**config.mk**
```make
export PLATFORM = sky130hd
export DESIGN_NAME = irq_master_ctl
export DESIGN_NICKNAME = d
export VERILOG_FILES = /design/src/rtl/irq_master_ctl_pkg.sv /design/src/rtl/irq_master_ctl_divider.sv /design/src/rtl/irq_master_ctl_regs.sv /design/src/rtl/irq_master_ctl_status.sv /design/src/rtl/irq_master_ctl.sv
export SDC_FILE = /design/constraint.sdc
export NUM_CORES = 1
export LEC_CHECK = 0
export ABC_CLOCK_PERIOD_IN_PS = 2000
export BUFFER_PORTS_ARGS = -buffer_cell sky130_fd_sc_hd__clkbuf_2
export CORE_MARGIN = 5
export CORE_UTILIZATION = 53
export CTS_BUF_LIST = sky130_fd_sc_hd__clkbuf_2 sky130_fd_sc_hd__clkbuf_4 sky130_fd_sc_hd__clkbuf_8
export CTS_CLUSTER_SIZE = 12
export DETAILED_ROUTE_END_ITERATION = 8
export GPL_ROUTABILITY_DRIVEN = 0
export PLACE_DENSITY = 0.88
export SYNTH_ARGS = -nofsm -noshare
export SYNTH_HDL_FRONTEND = slang
export SYNTH_SLANG_ARGS = --single-unit
```
**constraint.sdc**
```tcl
create_clock -name clk -period 2 [get_ports clk]
set_clock_uncertainty 0.2 [all_clocks]
set_input_delay 0.2 -clock clk [delete_from_list [all_inputs] [get_ports clk]]
set_output_delay 0.2 -clock clk [all_outputs]
set_load 0.05 [all_outputs]
```
**src/rtl/irq_master_ctl_pkg.sv**
```systemverilog
package irq_master_ctl_pkg;

  localparam int DATA_W    = 8;
  localparam int ADDR_W    = 3;
  localparam int NUM_EXT   = 8;
  localparam int NUM_ALWAYS = 2;  // lines that bypass the external enable

  // register window
  localparam logic [ADDR_W-1:0] ADR_INT_STAT   = 3'd0;
  localparam logic [ADDR_W-1:0] ADR_EXT_STAT   = 3'd1;
  localparam logic [ADDR_W-1:0] ADR_EXT_EN     = 3'd2;
  localparam logic [ADDR_W-1:0] ADR_KBD_EN     = 3'd3;
  localparam logic [ADDR_W-1:0] ADR_FRAME_RATE = 3'd4;
  localparam logic [ADDR_W-1:0] ADR_FRAME_ACK  = 3'd5;
  localparam logic [ADDR_W-1:0] ADR_SAMP_RATE  = 3'd6;
  localparam logic [ADDR_W-1:0] ADR_SAMP_ACK   = 3'd7;

  localparam logic [DATA_W-1:0] FRAME_ACK_KEY = 8'hFF;

  // internal status bit positions
  localparam int ST_FRAME = 0;
  localparam int ST_KBD   = 1;
  localparam int ST_SER   = 2;
  localparam int ST_EXT   = 3;
  localparam int ST_SAMP  = 4;

  // cycles per timer period
  function automatic int unsigned period_cycles(int unsigned clk_hz, int unsigned rate_hz);
    return clk_hz / rate_hz;
  endfunction

  // mask applied to the external lines for a given enable
  function automatic logic [NUM_EXT-1:0] ext_gate_mask(logic en);
    return {{(NUM_EXT-NUM_ALWAYS){en}}, {NUM_ALWAYS{1'b1}}};
  endfunction

  function automatic logic [DATA_W-1:0] pack_int_status(logic frame, logic kbd,
                                                        logic ser, logic ext, logic samp);
    logic [DATA_W-1:0] w;
    w           = '0;
    w[ST_FRAME] = frame;
    w[ST_KBD]   = kbd;
    w[ST_SER]   = ser;
    w[ST_EXT]   = ext;
    w[ST_SAMP]  = samp;
    return w;
  endfunction

endpackage

```
**src/rtl/irq_master_ctl_divider.sv**
```systemverilog
module irq_master_ctl_divider #(
  parameter int unsigned SLOW_DIV = 800000,
  parameter int unsigned FAST_DIV = 200000
) (
  input  logic clk,
  input  logic rst_n,
  input  logic fast_sel_i,
  output logic tick_o
);

  localparam int unsigned MAX_DIV = (SLOW_DIV > FAST_DIV) ? SLOW_DIV : FAST_DIV;
  localparam int CW = $clog2(MAX_DIV + 1);
  localparam logic [CW-1:0] SLOW_LOAD = CW'(SLOW_DIV - 1);
  localparam logic [CW-1:0] FAST_LOAD = CW'(FAST_DIV - 1);

  logic [CW-1:0] cnt_q;
  logic [CW-1:0] reload;

  // the rate select is sampled only at the period boundary
  assign reload = fast_sel_i ? FAST_LOAD : SLOW_LOAD;
  assign tick_o = (cnt_q == '0);

  always_ff @(posedge clk or negedge rst_n) begin
    if (!rst_n)      cnt_q <= SLOW_LOAD;
    else if (tick_o) cnt_q <= reload;
    else             cnt_q <= cnt_q - 1'b1;
  end


  period_reload_chk: assert property (@(posedge clk) disable iff (!rst_n)
    tick_o |=> (cnt_q == SLOW_LOAD) || (cnt_q == FAST_LOAD));

endmodule

```
**src/rtl/irq_master_ctl_regs.sv**
```systemverilog
module irq_master_ctl_regs
  import irq_master_ctl_pkg::*;
(
  input  logic              clk,
  input  logic              rst_n,
  input  logic              wr_i,
  input  logic [ADDR_W-1:0] addr_i,
  input  logic [DATA_W-1:0] wdata_i,
  input  logic              frame_tick_i,
  input  logic              samp_tick_i,
  output logic              ext_en_o,
  output logic              kbd_en_o,
  output logic              frame_fast_o,
  output logic              samp_fast_o,
  output logic              frame_pend_o,
  output logic              samp_pend_o
);

  logic frame_ack_hit;
  logic samp_ack_hit;

  assign frame_ack_hit = wr_i && (addr_i == ADR_FRAME_ACK) && (wdata_i == FRAME_ACK_KEY);
  assign samp_ack_hit  = wr_i && (addr_i == ADR_SAMP_ACK);

  always_ff @(posedge clk or negedge rst_n) begin
    if (!rst_n) begin
      ext_en_o     <= 1'b0;
      kbd_en_o     <= 1'b0;
      frame_fast_o <= 1'b0;
      samp_fast_o  <= 1'b0;
    end else if (wr_i) begin
      case (addr_i)
        ADR_EXT_EN:     ext_en_o     <= wdata_i[0];
        ADR_KBD_EN:     kbd_en_o     <= wdata_i[0];
        ADR_FRAME_RATE: frame_fast_o <= wdata_i[0];
        ADR_SAMP_RATE:  samp_fast_o  <= wdata_i[0];
        default: ;
      endcase
    end
  end

  // a period end in the same cycle as a clear keeps the request
  always_ff @(posedge clk or negedge rst_n) begin
    if (!rst_n) begin
      frame_pend_o <= 1'b0;
      samp_pend_o  <= 1'b0;
    end else begin
      frame_pend_o <= frame_tick_i | (frame_pend_o & ~frame_ack_hit);
      samp_pend_o  <= samp_tick_i  | (samp_pend_o  & ~samp_ack_hit);
    end
  end


  frame_hold_chk: assert property (@(posedge clk) disable iff (!rst_n)
    (frame_pend_o && !frame_ack_hit) |=> frame_pend_o);


  frame_ack_chk: assert property (@(posedge clk) disable iff (!rst_n)
    (frame_ack_hit && !frame_tick_i) |=> !frame_pend_o);


  frame_set_chk: assert property (@(posedge clk) disable iff (!rst_n)
    frame_tick_i |=> frame_pend_o);


  samp_ack_chk: assert property (@(posedge clk) disable iff (!rst_n)
    (samp_ack_hit && !samp_tick_i) |=> !samp_pend_o);

endmodule

```
**src/rtl/irq_master_ctl_status.sv**
```systemverilog
module irq_master_ctl_status
  import irq_master_ctl_pkg::*;
(
  input  logic [ADDR_W-1:0]  addr_i,
  input  logic [NUM_EXT-1:0] ext_lines_i,
  input  logic               kbd_req_i,
  input  logic               ext_en_i,
  input  logic               kbd_en_i,
  input  logic               frame_pend_i,
  input  logic               samp_pend_i,
  output logic [DATA_W-1:0]  rdata_o,
  output logic               ipl2_o,
  output logic               ipl4_o
);

  logic [NUM_EXT-1:0] ext_gated;
  logic               ser_act;
  logic               ext_act;
  logic               kbd_act;

  assign ext_gated = ext_lines_i & ext_gate_mask(ext_en_i);
  assign ser_act   = |ext_gated[NUM_ALWAYS-1:0];
  assign ext_act   = |ext_gated[NUM_EXT-1:NUM_ALWAYS];
  assign kbd_act   = kbd_req_i & kbd_en_i;

  assign ipl2_o = frame_pend_i | kbd_act | ser_act | ext_act;
  assign ipl4_o = samp_pend_i;

  always_comb begin
    case (addr_i)
      ADR_INT_STAT: rdata_o = pack_int_status(frame_pend_i, kbd_act, ser_act, ext_act, samp_pend_i);
      ADR_EXT_STAT: rdata_o = ext_lines_i;
      default:      rdata_o = '0;
    endcase
  end

endmodule

```
**src/rtl/irq_master_ctl.sv**
```systemverilog
module irq_master_ctl
  import irq_master_ctl_pkg::*;
#(
  parameter int unsigned CLK_HZ        = 40000000,
  parameter int unsigned FRAME_SLOW_HZ = 50,
  parameter int unsigned FRAME_FAST_HZ = 200,
  parameter int unsigned SAMP_SLOW_HZ  = 10000,
  parameter int unsigned SAMP_FAST_HZ  = 20000
) (
  input  logic       clk,
  input  logic       rst_n,
  input  logic [2:0] bus_addr_i,
  input  logic       bus_wr_i,
  input  logic [7:0] bus_wdata_i,
  output logic [7:0] bus_rdata_o,
  input  logic [7:0] ext_irq_i,
  input  logic       kbd_irq_i,
  output logic       ipl2_o,
  output logic       ipl4_o
);

  localparam int unsigned FRAME_SLOW_DIV = period_cycles(CLK_HZ, FRAME_SLOW_HZ);
  localparam int unsigned FRAME_FAST_DIV = period_cycles(CLK_HZ, FRAME_FAST_HZ);
  localparam int unsigned SAMP_SLOW_DIV  = period_cycles(CLK_HZ, SAMP_SLOW_HZ);
  localparam int unsigned SAMP_FAST_DIV  = period_cycles(CLK_HZ, SAMP_FAST_HZ);

  logic frame_tick, samp_tick;
  logic ext_en, kbd_en, frame_fast, samp_fast;
  logic frame_pend, samp_pend;

  irq_master_ctl_divider #(
    .SLOW_DIV (FRAME_SLOW_DIV),
    .FAST_DIV (FRAME_FAST_DIV)
  ) frame_div_i (
    .clk        (clk),
    .rst_n      (rst_n),
    .fast_sel_i (frame_fast),
    .tick_o     (frame_tick)
  );

  irq_master_ctl_divider #(
    .SLOW_DIV (SAMP_SLOW_DIV),
    .FAST_DIV (SAMP_FAST_DIV)
  ) samp_div_i (
    .clk        (clk),
    .rst_n      (rst_n),
    .fast_sel_i (samp_fast),
    .tick_o     (samp_tick)
  );

  irq_master_ctl_regs regs_i (
    .clk          (clk),
    .rst_n        (rst_n),
    .wr_i         (bus_wr_i),
    .addr_i       (bus_addr_i),
    .wdata_i      (bus_wdata_i),
    .frame_tick_i (frame_tick),
    .samp_tick_i  (samp_tick),
    .ext_en_o     (ext_en),
    .kbd_en_o     (kbd_en),
    .frame_fast_o (frame_fast),
    .samp_fast_o  (samp_fast),
    .frame_pend_o (frame_pend),
    .samp_pend_o  (samp_pend)
  );

  irq_master_ctl_status status_i (
    .addr_i       (bus_addr_i),
    .ext_lines_i  (ext_irq_i),
    .kbd_req_i    (kbd_irq_i),
    .ext_en_i     (ext_en),
    .kbd_en_i     (kbd_en),
    .frame_pend_i (frame_pend),
    .samp_pend_i  (samp_pend),
    .rdata_o      (bus_rdata_o),
    .ipl2_o       (ipl2_o),
    .ipl4_o       (ipl4_o)
  );


  frame_unmaskable_chk: assert property (@(posedge clk) disable iff (!rst_n)
    frame_pend |-> ipl2_o);


  ext_masked_chk: assert property (@(posedge clk) disable iff (!rst_n)
    (!ext_en && ext_irq_i[1:0] == 2'b00 && !frame_pend && !(kbd_irq_i && kbd_en)) |-> !ipl2_o);


  ext_live_chk: assert property (@(posedge clk) disable iff (!rst_n)
    (bus_addr_i == ADR_EXT_STAT) |-> (bus_rdata_o == ext_irq_i));

endmodule

```
==> impl_metrics.json, run 1 <==
{
  "status": "finished with violations",
  "violations": "negative setup slack",
  "htree_levels": 2,
  "final-max-slew-violation-count": 0,
  "synth-xor-area-share": 0.0628,
  "hold_path_depth": 4,
  "r2r_cells": 4,
  "yosysTopAreaCell": "dfstp_2",
  "core-area_um2": 3740,
  "setup_ws_ns": -0.125,
  "ff2ff_setup_slack_ns": -0.13,
  "p_seq_frac": 0.544,
  "via_per_inst": 5.67,
  "synth-compound-area-share": 0.113,
  "die-area_um2": 5300,
  "grt.overflow.total": 0,
  "grt_usage": 0.192,
  "worstSetupPathType": "flop to flop",
  "die-height_um": 72.8,
  "slew_headroom": 0.587,
  "p_int_mw": 1.13,
  "synth.yosys.seq_area_share": 0.469,
  "drt-pass1-iter-count": 4,
  "switching_share": 0.256,
  "hp-start": "bus_wdata_i[6]",
  "synth_cell_type_count": 44,
  "critical-path-max-stage-delay_ns": 0.53,
  "combPwrFrac": 0.116,
  "insertion_delay_ns": 0.29,
  "rsz0062_at_grt": "yes",
  "path_cells": "or4_4 -> or3_4 -> or4b_1 -> nand3b_1",
  "hold_violations": 0,
  "met1Wirelength_um": 2080,
  "synthFlopType": "dfstp_2",
  "die_x_um": 72.8,
  "ir_drop_mv": 0.506,
  "synth-edff-count": 0,
  "end_kind": "flop",
  "n_antenna_cell": 0,
  "synthMuxAreaShare": 0.0203,
  "synthSimpleGateAreaFrac": 0.281,
  "grt_start_max_net_pins": 27,
  "met2WireLength_um": 2580,
  "syn_inst": 215,
  "fin_nets": 311,
  "dr.first_iter.drc_count": 96,
  "dr_wl_met3_um": 167,
  "required_ns": 2.04,
  "vias": 1889,
  "cts_sinks": 38,
  "cp-start-kind": "flop",
  "wl_um": 5020,
  "crit_slowest_cell": "or4_4",
  "critPathArrivalTime_ns": 2.16,
  "setup_viol": 1,
  "synth.top_cell.area_share": 0.289,
  "grt_pass1_vias": 1794,
  "highest_layer": "met4",
  "hp-class": "primary input to flop",
  "area_growth_pct": 30.2,
  "period_share": 1.06,
  "ios": 33,
  "powerDensity_nw_per_um2": 558,
  "cts-buffers-inserted": 5,
  "hpwl_um": 3440,
  "hold_end": "regs_i.frame_pend_o$_DFF_PN0_",
  "cts_max_path_buffers": 2,
  "r2r-start": "samp_div_i.cnt_q[3]$_DFF_PN1_",
  "clockRootBuffer": "clkbuf_8",
  "initial_core_util": 0.558,
  "syn_area_um2": 2090,
  "synth_top_family_by_area": "simple AND/OR/NAND/NOR gates",
  "clock_power_share": 0.340,
  "crit_path_max_fanout": 2,
  "grt_pass1_wl_um": 7940,
  "antenna_found_initial": 0,
  "cts_tree": "done",
  "synth_warnings": 0,
  "worstSetupPathDepth": 4,
  "synth.avg_cell_area_um2": 9.72,
  "final_core_util": 0.727,
  "crit_buf_inv": 0,
  "path_clk_slew_ns": 0.07,
  "synthTopCellsByArea": "dfstp_2 (29%), dfrtp_1 (18%), nand2_1 (4.7%)",
  "wl_per_cell_um": 15.1,
  "fmax_mhz": 470,
  "cp_top_family": "simple AND/OR/NAND/NOR gates",
  "drc_errors": 0,
  "synth-seq-cells": 38,
  "row_count": 22,
  "syn_nets": 242,
  "drv_cap": 0,
  "worst_pin_slew_ns": 0.620,
  "switching_power_mw": 0.389,
  "finalSetupTns_ns": -0.125,
  "timing.rr.end": "samp_div_i.cnt_q[11]$_DFF_PN1_",
  "port_buffers": 32,
  "leakage_nw": 1.21,
  "post_route_cells_drive_above_1_share": 0.439,
  "synthArstFlopShare": 1.00,
  "yosys.area_share.adder": 0.0239,
  "finalCriticalPeriod_ns": 2.13,
  "ant_nets": 0
}
## cells by family after synthesis
group | count (synthesis)
xor+xnor | 15
mux | 4
buf+inv | 16
compound gates | 37
simple gates | 101
flops | 38
fa+ha+maj | 4
## cell type report
| cell class | instances | area, um^2 |
|---|---|---|
| multi-input combinational | 161 | 1110 |
| fill | 263 | 1020 |
| sequential | 38 | 980 |
| timing repair buffer | 69 | 447 |
| clock buffer | 6 | 76.3 |
| tap | 48 | 60.1 |
| inverter | 9 | 33.8 |
| clock inverter | 2 | 10.0 |
## per-layer routing
metal | vias up | GRT usage
met5 | - | 0
met4 | 0 | 0.115
met3 | 17 | 0.0344
met2 | 32 | 0.316
met1 | 915 | 0.235
li1 | 925 | -
## registers in the layout, summed over array words and instances (netlist names)
name                 count
regs_i.ext_en_o          1
regs_i.frame_pend_o      1
regs_i.samp_fast_o       1
samp_div_i.cnt_q        12
regs_i.kbd_en_o          1
regs_i.frame_fast_o      1
frame_div_i.cnt_q       20
regs_i.samp_pend_o       1
## placed cells by master, fill, tap and decap left out, drive strengths merged
cell type,instances
clkbuf,38
buf,35
nand2,26
dfstp,23
dfrtp,15
nor2,15
nor3,11
inv,9
a21oi,8
o21ai,8
xnor2,8
xor2,7
a31oi,7
nand4,7
o31ai,6
or4,6
nor4,6
or2,5
nand3,4
ha,4
nand2b,3
and3,3
o41ai,3
or3,3
a21o,2
nand4b,2
mux2i,2
nand3b,2
mux2,2
clkinv,2
dlygate4sd3,2
nor4b,2
nor3b,2
a211oi,1
o311a,1
and2,1
or3b,1
o2111ai,1
or4b,1
nor4bb,1
## worst max-delay path by stage
stage                                  startpoint                             end  slack (ns)
global placement    samp_div_i.cnt_q[0]$_DFF_PN1_  samp_div_i.cnt_q[11]$_DFF_PN1_       -0.07
CTS                 samp_div_i.cnt_q[2]$_DFF_PN1_  samp_div_i.cnt_q[11]$_DFF_PN1_       -0.14
finish              samp_div_i.cnt_q[3]$_DFF_PN1_  samp_div_i.cnt_q[11]$_DFF_PN1_       -0.13
floorplan           samp_div_i.cnt_q[6]$_DFF_PN0_  samp_div_i.cnt_q[11]$_DFF_PN1_       -0.09
global route        samp_div_i.cnt_q[3]$_DFF_PN1_  samp_div_i.cnt_q[11]$_DFF_PN1_       -0.17
detailed placement  samp_div_i.cnt_q[0]$_DFF_PN1_  samp_div_i.cnt_q[11]$_DFF_PN1_       -0.13
## through the flow
step / setup WS, ns / power (mW) / area [um^2] / hold WS (ns) / std cells
finish: -0.125 / 1.52 / 2720 / 0.0109 / 333
global route: -0.168 / 1.59 / 2720 / 0.0154 / 333
CTS: -0.136 / 1.52 / 2620 / 0.00292 / 326
detailed placement: -0.132 / 1.00 / 2510 / 0.0447 / 316
global placement: -0.0725 / 0.994 / 2510 / 0.0392 / 316
floorplan: -0.0870 / 0.926 / 2110 / -0.296 / 215
## what timing repair did
| action | CTS | global route |
|---|---|---|
| gates resized for setup | 0 | 12 |
| setup endpoints to repair | 1 | 14 |
| buffers inserted | 0 | 7 |
| pin swaps | 1 | 10 |
| hold endpoints to repair | 17 | 0 |
| hold buffers | 2 | 0 |
## worst min-delay path, delay by kind of cell
kind | cells | cell delay, ns
compound gates | 1 | 0.07
simple gates | 2 | 0.12
buf+inv | 1 | 0.08
## power groups by stage
stage	logic [mW]	clock network [mW]	registers, mW
floorplan	0.0899	0	0.836
global placement	0.160	0	0.833
detailed placement	0.168	0	0.835
CTS	0.171	0.530	0.823
global route	0.192	0.568	0.829
finish	0.176	0.517	0.826
## synth_stat cells, types with 4 or more instances
master    count
nand2_1      26
dfstp_2      23
dfrtp_1      15
nor2_1       15
nor3_1       11
inv_1         9
a21oi_1       8
o21ai_0       8
xnor2_1       8
a31oi_1       7
xor2_1        7
nand4_1       6
o31ai_1       6
clkbuf_1      5
or2_2         5
ha_1          4
nand3_1       4
nor4_1        4
or4_1         4
Note: power is estimated with default switching activity, not from simulation.
==> run 2, diff against run 1 <==
--- a/config.mk
+++ b/config.mk
@@ -14,6 +14,7 @@
 export DETAILED_ROUTE_END_ITERATION = 8
 export GPL_ROUTABILITY_DRIVEN = 0
 export PLACE_DENSITY = 0.88
+export SETUP_SLACK_MARGIN = 0.02
 export SYNTH_ARGS = -nofsm -noshare
 export SYNTH_HDL_FRONTEND = slang
 export SYNTH_SLANG_ARGS = --single-unit
==> run 2 against run 1 <==
Against the previous run:
- the run still ends with negative setup slack left
- sequential power barely moved
- via count is 0.42% lower
- register-to-register slack better by 0.02 ns
- design area grew 0.64%
- power increased by 1.7%
- sequential cell count did not move
- global-route usage increased by 0.39 points
- worst setup slack gained 0.022 ns
- utilization is 0.47 points higher
- sequential share of layout area decreased by 0.14 points
- critical path type unchanged
- largest power group unchanged
==> impl_metrics.json, run 2 (same netlist as run 1, synthesis figures left out) <==
{
  "status": "finished with violations",
  "violations": "negative setup slack",
  "hold_violations": 0,
  "drv_cap": 0,
  "largest_reg_flops": 20,
  "crit_path_max_fanout": 2,
  "htree_levels": 2,
  "powerDensity_nw_per_um2": 564,
  "required_ns": 2.03,
  "ir_drop_mv": 0.467,
  "path_clk_slew_ns": 0.07,
  "clock_power_share": 0.354,
  "hp-class": "primary input to flop",
  "antenna_found_initial": 0,
  "path_cells": "or4_4 -> or3_4 -> or4b_1 -> nand3b_1",
  "setup_ws_ns": -0.103,
  "cts_tree": "done",
  "p_seq_frac": 0.535,
  "critical-path-max-stage-delay_ns": 0.54,
  "top_register": "frame_div_i.cnt_q",
  "crit_slowest_cell": "or4_4",
  "setup_viol": 1,
  "final_core_util": 0.732,
  "ios": 33,
  "core-area_um2": 3740,
  "p_int_mw": 1.15,
  "crit_buf_inv": 0,
  "dr.first_iter.drc_count": 122,
  "row_count": 22,
  "initial_core_util": 0.558,
  "finalSetupTns_ns": -0.103,
  "post_route_cells_drive_above_1_share": 0.456,
  "critPathArrivalTime_ns": 2.13,
  "fmax_mhz": 475,
  "die-area_um2": 5300,
  "fin_nets": 307,
  "power_mw": 1.55,
  "layout_common_cells": "clkbuf_2 (32), buf_4 (32), nand2_1 (26), dfstp_2 (23), nor2_1 (14)",
  "dp.cells": 317,
  "cts_max_path_buffers": 2,
  "vias": 1881,
  "die-height_um": 72.8,
  "end_kind": "flop",
  "final-max-slew-violation-count": 0,
  "hpwl_um": 3620,
  "port_buffers": 32,
  "place_ws_ns": -0.108,
  "grt_usage": 0.196,
  "wl_per_cell_um": 15.3,
  "cts_sinks": 38,
  "wl_um": 5020,
  "instances_no_fill": 329,
  "period_share": 1.05,
  "grt_pass1_vias": 1850,
  "leakage_nw": 1.20,
  "worst_pin_slew_ns": 0.624,
  "finalCriticalPeriod_ns": 2.10,
  "drc_errors": 0,
  "n_antenna_cell": 0,
  "switching_share": 0.257,
  "cts-buffers-inserted": 5,
  "grt_start_max_net_pins": 27,
  "grt.overflow.total": 0,
  "via_per_inst": 5.72,
  "combPwrFrac": 0.111,
  "die_x_um": 72.8,
  "area_growth_pct": 31.0,
  "rsz0062_at_grt": "yes",
  "grt_pass1_wl_um": 8220,
  "slew_headroom": 0.584,
  "cp_top_family": "simple AND/OR/NAND/NOR gates",
  "ant_nets": 0,
  "cp-start-kind": "flop",
  "worstSetupPathType": "flop to flop",
  "switching_power_mw": 0.397,
  "clockRootBuffer": "clkbuf_8",
  "insertion_delay_ns": 0.29,
  "drt-pass1-iter-count": 4,
  "reg_top3": "frame_div_i.cnt_q x20, samp_div_i.cnt_q x12"
}
[run 2: cell count changes in the layout (fill, tap and decap cells not counted), moves of 2 or more]
cell / previous run / this run
a31oi_1: 7 / 5
a31oi_2: 0 / 2
buf_4: 34 / 32
dfrtp_1: 15 / 13
dfrtp_2: 0 / 2
inv_1: 7 / 9
inv_2: 2 / 0
nor3_1: 6 / 3
nor3_2: 5 / 8
[run 2: final cells by class]
cell class / instances / area (um^2)
multi-input cells: 161 / 1160
fillers: 276 / 1000
flip-flops and latches: 38 / 982
repair buffers: 65 / 410
clock buffers: 6 / 82.6
well taps: 48 / 60.1
inverters: 9 / 33.8
clock inverters: 2 / 12.5
[run 2: through the flow]
stage          instance area (um^2)  hold WS [ns]
2_1_floorplan                  2120        -0.296
3_3_place_gp                   2530        0.0349
3_5_place_dp                   2530        0.0440
4_1_cts                        2640       0.00474
5_1_grt                        2740        0.0547
6_report                       2740       0.00281
[run 2: worst min-delay path, stage by stage]
cell and delay (ns):
clkbuf_2 0.13, nand2_1 0.06, o21ai_0 0.06
[run 2: layer usage]
layer / up-vias / global-route usage / share of wire
li1: 913 / - / -
met1: 901 / 0.238 / 0.41
met2: 53 / 0.333 / 0.50
met3: 14 / 0.0565 / 0.071
met4: 0 / 0.0676 / 0.020
met5: - / 0 / 0
[run 2: power by group through the flow]
stage          logic [mW]  clock network, mW  registers, mW
2_1_floorplan      0.0893                  0          0.836
3_3_place_gp        0.162                  0          0.834
3_5_place_dp        0.167                  0          0.837
4_1_cts             0.170              0.557          0.825
5_1_grt             0.190              0.594          0.831
6_report            0.171              0.547          0.827
[run 2: what timing repair did]
item	4_1_cts	5_1_grt
hold endpoints to repair	15	0
endpoints found under the setup margin	1	15
setup buffers	0	3
pin swaps	1	6
resized for setup	0	17
hold buffers	1	0
[run 2: worst paths after layout]
path	start	endpoint	slack [ns]	cells after the start
worst min register to register	frame_div_i.cnt_q[0]$_DFF_PN1_	frame_div_i.cnt_q[0]$_DFF_PN1_	0.30	1
worst max-delay path	samp_div_i.cnt_q[6]$_DFF_PN0_	samp_div_i.cnt_q[11]$_DFF_PN1_	-0.10	4
min in group asynchronous	rst_n	regs_i.samp_fast_o$_DFFE_PN0P_	0.25	2
worst max register to register	samp_div_i.cnt_q[6]$_DFF_PN0_	samp_div_i.cnt_q[11]$_DFF_PN1_	-0.10	4
max in group asynchronous	rst_n	frame_div_i.cnt_q[5]$_DFF_PN1_	0.69	3
worst min-delay path	bus_wdata_i[0]	regs_i.ext_en_o$_DFFE_PN0P_	0.003	3
==> run 3, diff against run 2 <==
--- a/config.mk
+++ b/config.mk
@@ -5,8 +5,9 @@
 export SDC_FILE = /design/constraint.sdc
 export NUM_CORES = 1
 export LEC_CHECK = 0
-export ABC_CLOCK_PERIOD_IN_PS = 2000
 export BUFFER_PORTS_ARGS = -buffer_cell sky130_fd_sc_hd__clkbuf_2
+export CAP_MARGIN = 20
+export CORE_ASPECT_RATIO = 1.4
 export CORE_MARGIN = 5
 export CORE_UTILIZATION = 53
 export CTS_BUF_LIST = sky130_fd_sc_hd__clkbuf_2 sky130_fd_sc_hd__clkbuf_4 sky130_fd_sc_hd__clkbuf_8
==> run 3 against run 2 <==
Against the previous run:
- the run still ends with negative setup slack left
- clock power is essentially flat
- utilization shrank 3.7 points
- die area grew 0.34%
- fmax grew 1.0%
- combinational power is essentially flat
- first-iteration DRC count shrank 29%
- critical endpoint unchanged
- largest cell class unchanged
- highest routed layer unchanged
==> impl_metrics.json, run 3 (same netlist as run 1, synthesis figures left out) <==
{
  "status": "finished with violations",
  "violations": "negative setup slack",
  "clockRootBuffer": "clkbuf_8",
  "ant_nets": 0,
  "design_area_um2": 2700,
  "grt_usage": 0.185,
  "final-max-slew-violation-count": 0,
  "slew_headroom": 0.542,
  "drv_cap": 0,
  "worst_pin_slew_ns": 0.687,
  "n_antenna_cell": 0,
  "grt_pass1_vias": 1937,
  "crit_start": "samp_div_i.cnt_q[2]$_DFF_PN1_",
  "cts_sinks": 38,
  "port_buffers": 32,
  "htree_levels": 2,
  "finalSetupTns_ns": -0.0818,
  "row_count": 27,
  "fmax_mhz": 480,
  "wl_per_cell_um": 14.2,
  "cts_tree": "done",
  "crit_path_max_fanout": 2,
  "hpwl_um": 3440,
  "instances_no_fill": 325,
  "final_common_cell": "clkbuf_2",
  "setup_ws_ns": -0.0818,
  "setup_viol": 1,
  "cts-buffers-inserted": 5,
  "fillCellCount": 298,
  "insertion_delay_ns": 0.29,
  "finalCriticalPeriod_ns": 2.08,
  "top_register": "frame_div_i.cnt_q",
  "leakage_nw": 1.20,
  "required_ns": 2.03,
  "path_clk_slew_ns": 0.07,
  "timing.rr.end": "samp_div_i.cnt_q[11]$_DFF_PN1_",
  "die-height_um": 84.3,
  "finalHoldWorstSlack_ns": 0.0185,
  "area_growth_pct": 29.1,
  "core-area_um2": 3880,
  "drc_errors": 0,
  "dr.first_iter.drc_count": 87,
  "initial_core_util": 0.538,
  "ff2ff_setup_slack_ns": -0.08,
  "placed_cell_area_um2": 2530,
  "final_core_util": 0.695,
  "wl_um": 4620,
  "post_route_cells_drive_above_1_share": 0.433,
  "dp.cells": 313,
  "ios": 33,
  "grt_pass1_wl_um": 8130,
  "die_x_um": 63.1,
  "reg_top3": "frame_div_i.cnt_q x20, samp_div_i.cnt_q x12",
  "via_per_inst": 5.78,
  "cp-start-kind": "flop",
  "end_kind": "flop",
  "worstSetupPathType": "flop to flop",
  "cts_max_path_buffers": 2,
  "power_mw": 1.54,
  "antenna_found_initial": 0,
  "fin_nets": 308,
  "r2r-start": "samp_div_i.cnt_q[2]$_DFF_PN1_",
  "ir_drop_mv": 0.498,
  "drt-pass1-iter-count": 4,
  "critPathArrivalTime_ns": 2.11,
  "die-area_um2": 5320,
  "vias": 1877,
  "endpoint": "samp_div_i.cnt_q[11]$_DFF_PN1_",
  "rsz0062_at_grt": "yes",
  "layout_common_cells": "clkbuf_2 (32), buf_4 (30), nand2_1 (26), dfstp_2 (23), nor2_1 (15)",
  "powerDensity_nw_per_um2": 571,
  "hp-class": "primary input to flop",
  "grt_start_max_net_pins": 30,
  "grt.overflow.total": 0,
  "period_share": 1.04,
  "r2r_cells": 4,
  "place_ws_ns": -0.0820,
  "hold_violations": 0,
  "largest_reg_flops": 20
}
run 3: routing by layer:
metal,vias to the layer above,GRT usage,share of wire
met5,-,0,0
li1,911,-,-
met4,0,0.0753,0.021
met1,922,0.201,0.39
met2,33,0.340,0.56
met3,11,0.0402,0.030
run 3: worst max-delay path, stage by stage (launching register included):
cell and delay, ns:
dfstp_2 0.37, or4_4 0.52, or3_4 0.38, or4b_1 0.47, nand3b_1 0.09
run 3: power by group:
part	switching, mW	total [mW]	leakage, nW	internal [mW]
logic	0.0996	0.168	0.739	0.0680
clock network	0.257	0.549	0.0517	0.292
registers	0.0200	0.824	0.406	0.804
run 3: area by class of cell:
type	instances	area (um^2)	share of cell area
clock buffer	7	90.1	0.0334
clock inverter	1	5.00	0.00185
inverter	9	33.8	0.0125
multi-input combinational	161	1110	0.410
sequential	38	981	0.363
tap	43	53.8	0.0199
timing repair buffer	66	428	0.159
run 3: how the worst min path moves through the flow:
stage	from	to	depth (start not counted)
6_report	bus_wdata_i[6]	regs_i.frame_pend_o$_DFF_PN0_	4
5_1_grt	bus_wdata_i[2]	regs_i.frame_pend_o$_DFF_PN0_	4
4_1_cts	bus_wdata_i[6]	regs_i.frame_pend_o$_DFF_PN0_	4
3_5_place_dp	rst_n	samp_div_i.cnt_q[6]$_DFF_PN0_	1
3_3_place_gp	rst_n	samp_div_i.cnt_q[6]$_DFF_PN0_	1
2_1_floorplan	rst_n	frame_div_i.cnt_q[11]$_DFF_PN0_	0
run 3: what timing repair did:
action	CTS	global route
pin swaps	1	7
setup buffers	0	2
gates resized for setup	2	8
hold endpoints to repair	16	0
hold buffers	2	0
setup endpoints to repair	12	10
